<file path="src/rtl/rtc_rate_pkg.sv">
package rtc_rate_pkg;
  parameter int CNT_W  = 15;
  parameter int RATE_W = 4;
  parameter int DSEL_W = 3;
  parameter int CFG_W  = 8;
  parameter logic [DSEL_W-1:0] DSEL_RUN = 3'b010;
  parameter logic [RATE_W-1:0] RATE_RST = 4'd6;

  typedef struct packed {
    logic              run;
    logic [RATE_W-1:0] rate;
  } divCtrl_t;
endpackage

</file>
<file path="src/rtl/rtc_rate_ctrl.sv">
module rtc_rate_ctrl
  import rtc_rate_pkg::*;
(
  input  logic             clk,
  input  logic             rstN,
  input  logic             cfgWe,
  input  logic [CFG_W-1:0] cfgData,
  output logic [CFG_W-1:0] cfgQ,
  output divCtrl_t         ctrl
);
  localparam int DSEL_LO = RATE_W;
  localparam int DSEL_HI = RATE_W + DSEL_W - 1;
  localparam int PAD_W   = CFG_W - RATE_W - DSEL_W;

  logic [RATE_W-1:0] rateQ;
  logic [DSEL_W-1:0] dselQ;

  always_ff @(posedge clk) begin
    if (!rstN) begin
      rateQ <= RATE_RST;
      dselQ <= DSEL_RUN;
    end else if (cfgWe) begin
      rateQ <= cfgData[RATE_W-1:0];
      dselQ <= cfgData[DSEL_HI:DSEL_LO];
    end
  end

  assign cfgQ     = {{PAD_W{1'b0}}, dselQ, rateQ};
  assign ctrl.run  = (dselQ == DSEL_RUN);
  assign ctrl.rate = rateQ;

  // top bit never set
  p_pad_zero_r2: assert property (@(posedge clk) disable iff (!rstN)
    cfgQ[CFG_W-1] == 1'b0);
  // byte holds without a write
  p_cfg_hold_r2: assert property (@(posedge clk) disable iff (!rstN)
    !cfgWe |=> $stable(cfgQ));
endmodule

</file>
<file path="src/rtl/rtc_rate_dp.sv">
module rtc_rate_dp
  import rtc_rate_pkg::*;
(
  input  logic     clk,
  input  logic     rstN,
  input  logic     refStb,
  input  divCtrl_t ctrl,
  output logic     tickOut
);
  logic [CNT_W-1:0] cnt;
  logic [CNT_W-1:0] tapMask;
  logic             fire;

  always_comb begin
    if (ctrl.rate == '0) tapMask = '0;
    else tapMask = (CNT_W'(1) << (ctrl.rate - RATE_W'(1))) - CNT_W'(1);
    fire = ctrl.run && refStb && (ctrl.rate != '0) &&
           ((cnt & tapMask) == tapMask);
  end

  always_ff @(posedge clk) begin
    if (!rstN) begin
      cnt     <= '0;
      tickOut <= 1'b0;
    end else begin
      tickOut <= fire;
      if (!ctrl.run) cnt <= '0;
      else if (refStb) cnt <= cnt + CNT_W'(1);
    end
  end

  // a tick always follows a strobe
  p_tick_after_stb_r5: assert property (@(posedge clk) disable iff (!rstN)
    $rose(tickOut) |-> $past(refStb));
  // rate code 0 is silent
  p_rate0_quiet_r3: assert property (@(posedge clk) disable iff (!rstN)
    (ctrl.rate == '0) |=> !tickOut);
  // counter held at zero while stopped
  p_hold_zero_r6: assert property (@(posedge clk) disable iff (!rstN)
    !ctrl.run |=> (cnt == '0) && !tickOut);
  // one step per strobe
  p_cnt_step_r6: assert property (@(posedge clk) disable iff (!rstN)
    (ctrl.run && refStb) |=> (cnt == $past(cnt) + CNT_W'(1)));
  // no strobe, no change, whatever the rate does
  p_cnt_idle_r7: assert property (@(posedge clk) disable iff (!rstN)
    (ctrl.run && !refStb) |=> $stable(cnt));
endmodule

</file>
<file path="src/rtl/rtc_rate_div.sv">
module rtc_rate_div
  import rtc_rate_pkg::*;
(
  input  logic             clk,
  input  logic             rstN,
  input  logic             refStb,
  input  logic             cfgWe,
  input  logic [CFG_W-1:0] cfgData,
  output logic [CFG_W-1:0] cfgQ,
  output logic             tickOut
);
  divCtrl_t ctrl;

  rtc_rate_ctrl i_ctrl (
    .clk     (clk),
    .rstN    (rstN),
    .cfgWe   (cfgWe),
    .cfgData (cfgData),
    .cfgQ    (cfgQ),
    .ctrl    (ctrl)
  );

  rtc_rate_dp i_dp (
    .clk     (clk),
    .rstN    (rstN),
    .refStb  (refStb),
    .ctrl    (ctrl),
    .tickOut (tickOut)
  );
endmodule

</file>
<file path="config.mk">
export PLATFORM = sky130hd
export DESIGN_NAME = rtc_rate_div
export DESIGN_NICKNAME = d
export VERILOG_FILES = /design/src/rtl/rtc_rate_pkg.sv /design/src/rtl/rtc_rate_ctrl.sv /design/src/rtl/rtc_rate_dp.sv /design/src/rtl/rtc_rate_div.sv
export SDC_FILE = /design/constraint.sdc
export NUM_CORES = 1
export LEC_CHECK = 0
export ABC_AREA = 1
export BUFFER_PORTS_ARGS = -buffer_cell sky130_fd_sc_hd__buf_2
export CAP_MARGIN = 20
export CORE_MARGIN = 2
export CORE_UTILIZATION = 56
export DETAILED_ROUTE_END_ITERATION = 8
export PLACE_DENSITY = 0.79
export SETUP_SLACK_MARGIN = 0.02
export SYNTH_ARGS = -nofsm -noshare
export SYNTH_HDL_FRONTEND = slang
export SYNTH_SLANG_ARGS = --single-unit
</file>
<file path="constraint.sdc">
create_clock -name clk -period 2.3 [get_ports clk]
set_input_delay 0.115 -clock clk [delete_from_list [all_inputs] [get_ports clk]]
set_output_delay 0.115 -clock clk [all_outputs]
set_load 0.05 [all_outputs]
</file>
==> results.yml, run 1 <==
status:
  outcome: "finished clean"
setup_path:
  critPathRequiredTime_ps: 2550
  cp.depth: 13
  cpLargestDelayFamily: "simple AND/OR/NAND/NOR gates"
  worstPathMaxFanout: 16
  critPathSlowestCell: "dfxtp_1"
  critPathBufInv: 1
  cp_cell_sequence: "inv_2 > nand4_1 > ha_1 > nor2_1 > nor2_1 > nand2_1 > nor2_1 > nand2_1 > nor2_1 > nand3_1 > nor2_1 > nand4_1 > nor2_1"
  startpoint_type: "register"
  max_stage_delay_ps: 380
  path_common_cell: "nor2_1"
  r2r_cells: 13
  cp-end-kind: "register"
  crit_arrival_ps: 2110
  worstSetupPathType: "reg -> reg"
routing:
  wl_met3_um: 75
  firstDrtPassIters: 4
  via_count: 1367
  highest_layer: "met4"
  routedWlPerCell_um: 10.1
  m1WireLength_mm: 1.46
  wl_met2_mm: 1.15
  drt.antenna.violating_nets: 0
  drt_iter0_markers: 26
  wl_mm: 2.71
  drc: 0
  vias_per_cell: 5.10
min_path:
  min_path_cells: 3
  hold_path.class: "in -> reg"
clock_tree:
  cts_root_buffer: "clkbuf_4"
  cts_htree_levels: 1
  cts_hold_repair.buffers: 0
  post_cts.repair.setup_buffers: 0
  cts_sinks: 23
  clkTransAtPathRegs_ps: 120
  clock_latency_ps: 300
  tritoncts: "yes"
  cts_resized: 0
  cts_made_buffers: 3
  cts_max_path_buffers: 2
die:
  die_area_um2: 2950
  core_area_um2: 2430
  ioPinCount: 21
  die_w_um: 54.3
  die_height_um: 54.3
  start_util_pct: 58.2
  num_rows: 18
global_routing:
  grt_pass1_vias: 1084
  grt_remaining_overflow: 0
  grt_max_degree: 17
  grt_first_pass_wirelength_mm: 4.50
  antenna_found_initial: 0
  grt_use_total_pct: 20.7
yosys:
  avgSynthCellArea_um2: 6.46
  synthCells: 219
  yosys-top-cells-count: "nand2_1 (47), inv_1 (28), nor2_1 (28)"
  yosysWarnings: 0
  async_flop_share_pct: 0
  synthFlopType: "dfxtp_1"
  synth.area.top_cells: "dfxtp_1 (33%), nand2_1 (12%), inv_1 (7.4%)"
  yosysMostFrequentCell: "nand2_1"
  synth_edf_count: 0
  synth_area_um2: 1420
  synth_nets: 233
  synth_top_area_cell: "dfxtp_1"
  synth-seq-cells: 23
  yosysSeqAreaShare_pct: 32.5
  synth_top_area_share_pct: 32.5
  yosysUniqueCellTypes: 28
cells_and_area:
  regArea_um2: 460
  drive_gt1_share_pct: 17.6
  fillers: 251
  multi_input_area_um2: 810
  area_growth_pct: 9.90
  diodes: 0
  finish.net_count: 253
timing:
  slew_violations: 0
  period_share_pct: 80.8
  fin_skew_ps: 1.08
  fmax_ghz: 0.538
  hold_violations: 0
  finalSetupViolCount: 0
  fin_crit_ps: 1860
  rsz0062_at_grt: "false"
  fin_tns_setup_ps: 0
  whs_ps: 18.1
power:
  ir_drop_mv: 0.311
  leakage_nw: 0.717
  powerDensity_nw_per_um2: 504
placed_design:
  portBuffers: 18
  dp_hpwl_mm: 2.15
  gp_congestion: 0.845
run:
  max_cap_violations: 0
[metrics by stage]
stage                     cells  setup slack, ps  power, mW  utilization, %  cell area [µm²]
after floorplan             219              327      0.568               -             1420
after detailed placement    264              457      0.608            62.9             1530
after global routing        268              174      0.827            63.9             1560
final                       268              441      0.784            63.9             1560
after global placement      264              490      0.606            62.9             1530
after CTS                   268              423      0.792            63.9             1560
[tightest hold or removal path, delay by kind of cell]
| kind | cells | cell delay, ps |
|---|---|---|
| AOI/OAI and AO/OA | 2 | 100 |
| buffers and inverters | 1 | 70 |
[metal layers]
metal	global-route usage (%)	up-vias
met5	0	-
li1	-	742
met3	2.46	4
met1	30.3	601
met4	6.25	0
met2	31.5	20
[cells in the final DEF, fill, tap and decap left out, drive strengths merged]
cell type / netlist / routed
nand3: 20 / 20
dfxtp: 23 / 23
inv: 33 / 33
o21bai: 1 / 1
nor3: 4 / 4
buf: 3 / 19
o21a: 2 / 2
conb: 1 / 1
nand4: 6 / 6
clkbuf: 1 / 4
xor2: 1 / 1
nand2: 51 / 51
xnor2: 1 / 1
o21ai: 18 / 18
nor2: 34 / 34
a21oi: 18 / 18
ha: 2 / 2
[registers in the layout (all words and copies together) (netlist names)]
register,cells
i_ctrl.dselQ,3
i_dp.cnt,15
i_dp.tickOut,1
i_ctrl.rateQ,4
[where the power goes]
part | total, mW | switching [mW] | internal [mW]
clock | 0.185 | 0.118 | 0.0676
sequential | 0.420 | 0.0114 | 0.408
combinational | 0.179 | 0.125 | 0.0537
total | 0.784 | 0.254 | 0.530
[worst paths after layout]
kind,from,end,slack [ps]
max,i_ctrl.rateQ[3],i_dp.tickOut,440
min,cfgData[1],i_ctrl.rateQ[1],20
max reg2reg,i_ctrl.rateQ[3],i_dp.tickOut,440
min reg2reg,i_ctrl.dselQ[0],i_ctrl.dselQ[0],470
[logic make-up (layout without fill, tap and decap cells)]
kind of cell	after synthesis	after routing	synth area share [%]
compound gates	39	39	14.3
xor+xnor	2	2	1.24
fa+ha+maj	2	2	1.77
buf+inv	37	56	10.3
flops	23	23	32.5
other cells	1	1	0.265
simple gates	115	115	39.6
[cell type report]
class | count | area share (%)
multi-input cells | 159 | 52.1
clock buffers | 4 | 1.69
flip-flops and latches | 23 | 29.6
repair buffers | 19 | 6.28
well taps | 30 | 2.41
inverters | 33 | 7.96
(Power assumes the default switching activity.)
==> run 2, diff against run 1 <==
CORE_UTILIZATION = 50   (was 56)
PLACE_DENSITY = 0.74   (was 0.79)
clock period = 1.65 ns   (was 2.3 ns; I/O delays follow)
==> run 2 against run 1 <==
Against the previous run:
- sequential cell count is the same
- count of clock-buffer cells in the layout is the same
- total power grew 46%
- core utilization shrank 1.9 points
- global-route usage shrank 0.42 points
- setup slack lost 410 ps
- register-to-register slack lost 410 ps
- fmax grew 15%
- via count grew 4.3%
- design area grew 9.1%
- clock power grew 50%
- non-clock buffer count grew 15
- critical endpoint unchanged
- highest routed layer unchanged
==> results.yml, run 2 (synthesis gave the netlist of run 1 again) <==
setup_path:
  critPathRequiredTime_ps: 1920
  path_common_cell: "nor2_1"
  worstPathMaxFanout: 5
  r2r_cells: 13
  crit_arrival_ps: 1890
  critPathSlowestCell: "dfxtp_4"
  rrSetupSlack_ps: 30
  cp_cell_sequence: "inv_4 > nand4_1 > ha_1 > nor2_1 > nor2_1 > nand2_1 > nor2_1 > nand2_1 > nor2_1 > nand3_1 > nor2_1 > nand4_1 > nor2_1"
  rr_startpoint: "i_ctrl.rateQ[3]"
  cp-end-kind: "register"
  max_stage_delay_ps: 390
  startpoint_type: "register"
  r2r-end: "i_dp.tickOut"
  worstSetupPathType: "reg -> reg"
die:
  die_w_um: 57.2
  num_rows: 19
  die_height_um: 57.2
  core_area_um2: 2730
  start_util_pct: 51.8
  ioPinCount: 21
  die_area_um2: 3270
placed_design:
  dp_hpwl_mm: 2.37
  dpl_cell_area_um2: 1610
  place_worst_setup_slack_ps: 61.5
  gp_congestion: 0.827
  portBuffers: 18
clock_tree:
  cts_htree_levels: 1
  clkTransAtPathRegs_ps: 130
  cts_sinks: 23
  clock_latency_ps: 320
  cts_max_path_buffers: 2
  cts_root_buffer: "clkbuf_4"
  cts_made_buffers: 3
  tritoncts: "yes"
cells_and_area:
  drive_gt1_share_pct: 22.5
  fillers: 253
  area_growth_pct: 19.9
  diodes: 0
  top_register: "i_dp.cnt"
  finish.net_count: 268
  reg_top3: "i_dp.cnt (15), i_ctrl.rateQ (4), i_ctrl.dselQ (3)"
  final_cell_mix: "nand2_1 (47), nor2_1 (28), inv_1 (27)"
  fin_area_um2: 1700
  fin_util_pct: 62.1
  mostFrequentLayoutCell: "nand2_1"
  largest_reg_flops: 15
power:
  p_int_mw: 0.760
  power.switching_mw: 0.385
  powerDensity_nw_per_um2: 675
  swShare_pct: 33.6
  clockPowerShare_pct: 24.3
  p_total_mw: 1.14
  leakage_nw: 0.785
  seqPwrFrac_pct: 50.8
  ir_drop_mv: 0.697
  power_frac_comb_pct: 24.8
routing:
  drt_iter0_markers: 37
  drt.antenna.violating_nets: 0
  via_count: 1426
  wl_mm: 3.04
  firstDrtPassIters: 4
  routedWlPerCell_um: 10.7
  drc: 0
  vias_per_cell: 5.02
timing:
  rsz0062_at_grt: "true"
  fin_ws_ps: 32.7
  finalSetupViolCount: 0
  hold_violations: 0
  fin_skew_ps: 2.41
  fin_tns_setup_ps: 0
  fmax_ghz: 0.618
  slew_violations: 0
  period_share_pct: 98.0
  fin_crit_ps: 1620
min_path:
  worstHoldStart: "cfgData[2]"
  holdPathEnd: "i_ctrl.rateQ[2]"
  min_path_cells: 3
  hold_path.class: "in -> reg"
run:
  max_cap_violations: 0
global_routing:
  antenna_found_initial: 0
  grt_use_total_pct: 20.2
  grt_max_degree: 14
  grt_remaining_overflow: 0
  grt_first_pass_wirelength_mm: 5.31
  grt_pass1_vias: 1245
status:
  outcome: "finished clean"
run 2: cell types whose count changed in the layout (fill, tap and decap cells not counted), sizes merged:
cell         previous run  this run
buf                    19        29
dlygate4sd3             0         5
run 2: through the flow:
| step | hold WS (ps) | cells |
|---|---|---|
| 3_5_place_dp | 309 | 274 |
| 3_3_place_gp | 303 | 274 |
| 6_report | 3.03 | 284 |
| 4_1_cts | 5.56 | 283 |
| 2_1_floorplan | 167 | 219 |
| 5_1_grt | 27.5 | 284 |
run 2: worst max path at each step:
stage	from	end	cells past startpoint
6_report	i_ctrl.rateQ[3]	i_dp.tickOut	13
5_1_grt	i_ctrl.rateQ[3]	i_dp.tickOut	13
4_1_cts	i_dp.cnt[0]	i_dp.cnt[14]	8
3_5_place_dp	i_dp.cnt[0]	i_dp.cnt[14]	8
3_3_place_gp	i_ctrl.rateQ[2]	i_dp.tickOut	13
2_1_floorplan	i_ctrl.rateQ[3]	i_dp.tickOut	14
run 2: per-layer routing:
metal  global-route usage, %  part of all wire, %
met5                       0                    0
met3                    3.85                  3.6
met4                    5.32                 0.69
met1                    25.8                   48
met2                    35.1                   47
run 2: critical path: cells and delay by family (launching register included):
kind	cells	cell delay [ps]
AND/OR/NAND/NOR	11	830
buffers and inverters	1	60
flip-flops	1	390
adder cells (fa/ha/maj)	1	290
run 2: power by group through the flow:
stage	logic, mW	clock network (mW)	registers (mW)
5_1_grt	0.321	0.300	0.585
2_1_floorplan	0.161	0	0.638
3_3_place_gp	0.270	0	0.594
4_1_cts	0.284	0.283	0.583
6_report	0.284	0.278	0.582
3_5_place_dp	0.273	0	0.595
run 2: area by class of cell:
class                      instances  area [µm²]  area share (%)
timing repair buffer              34         223            13.1
inverter                          33         126            7.45
clock buffer                       4        26.3            1.55
tap                               31        38.8            2.29
multi-input combinational        159         810            47.7
sequential                        23         473            27.9
run 2: repair_timing:
| item | CTS | global route |
|---|---|---|
| hold endpoints to repair | 3 | 0 |
| setup endpoints to repair | 0 | 4 |
| hold buffers | 5 | 0 |
| resized for setup | 0 | 2 |
| setup buffers | 0 | 1 |
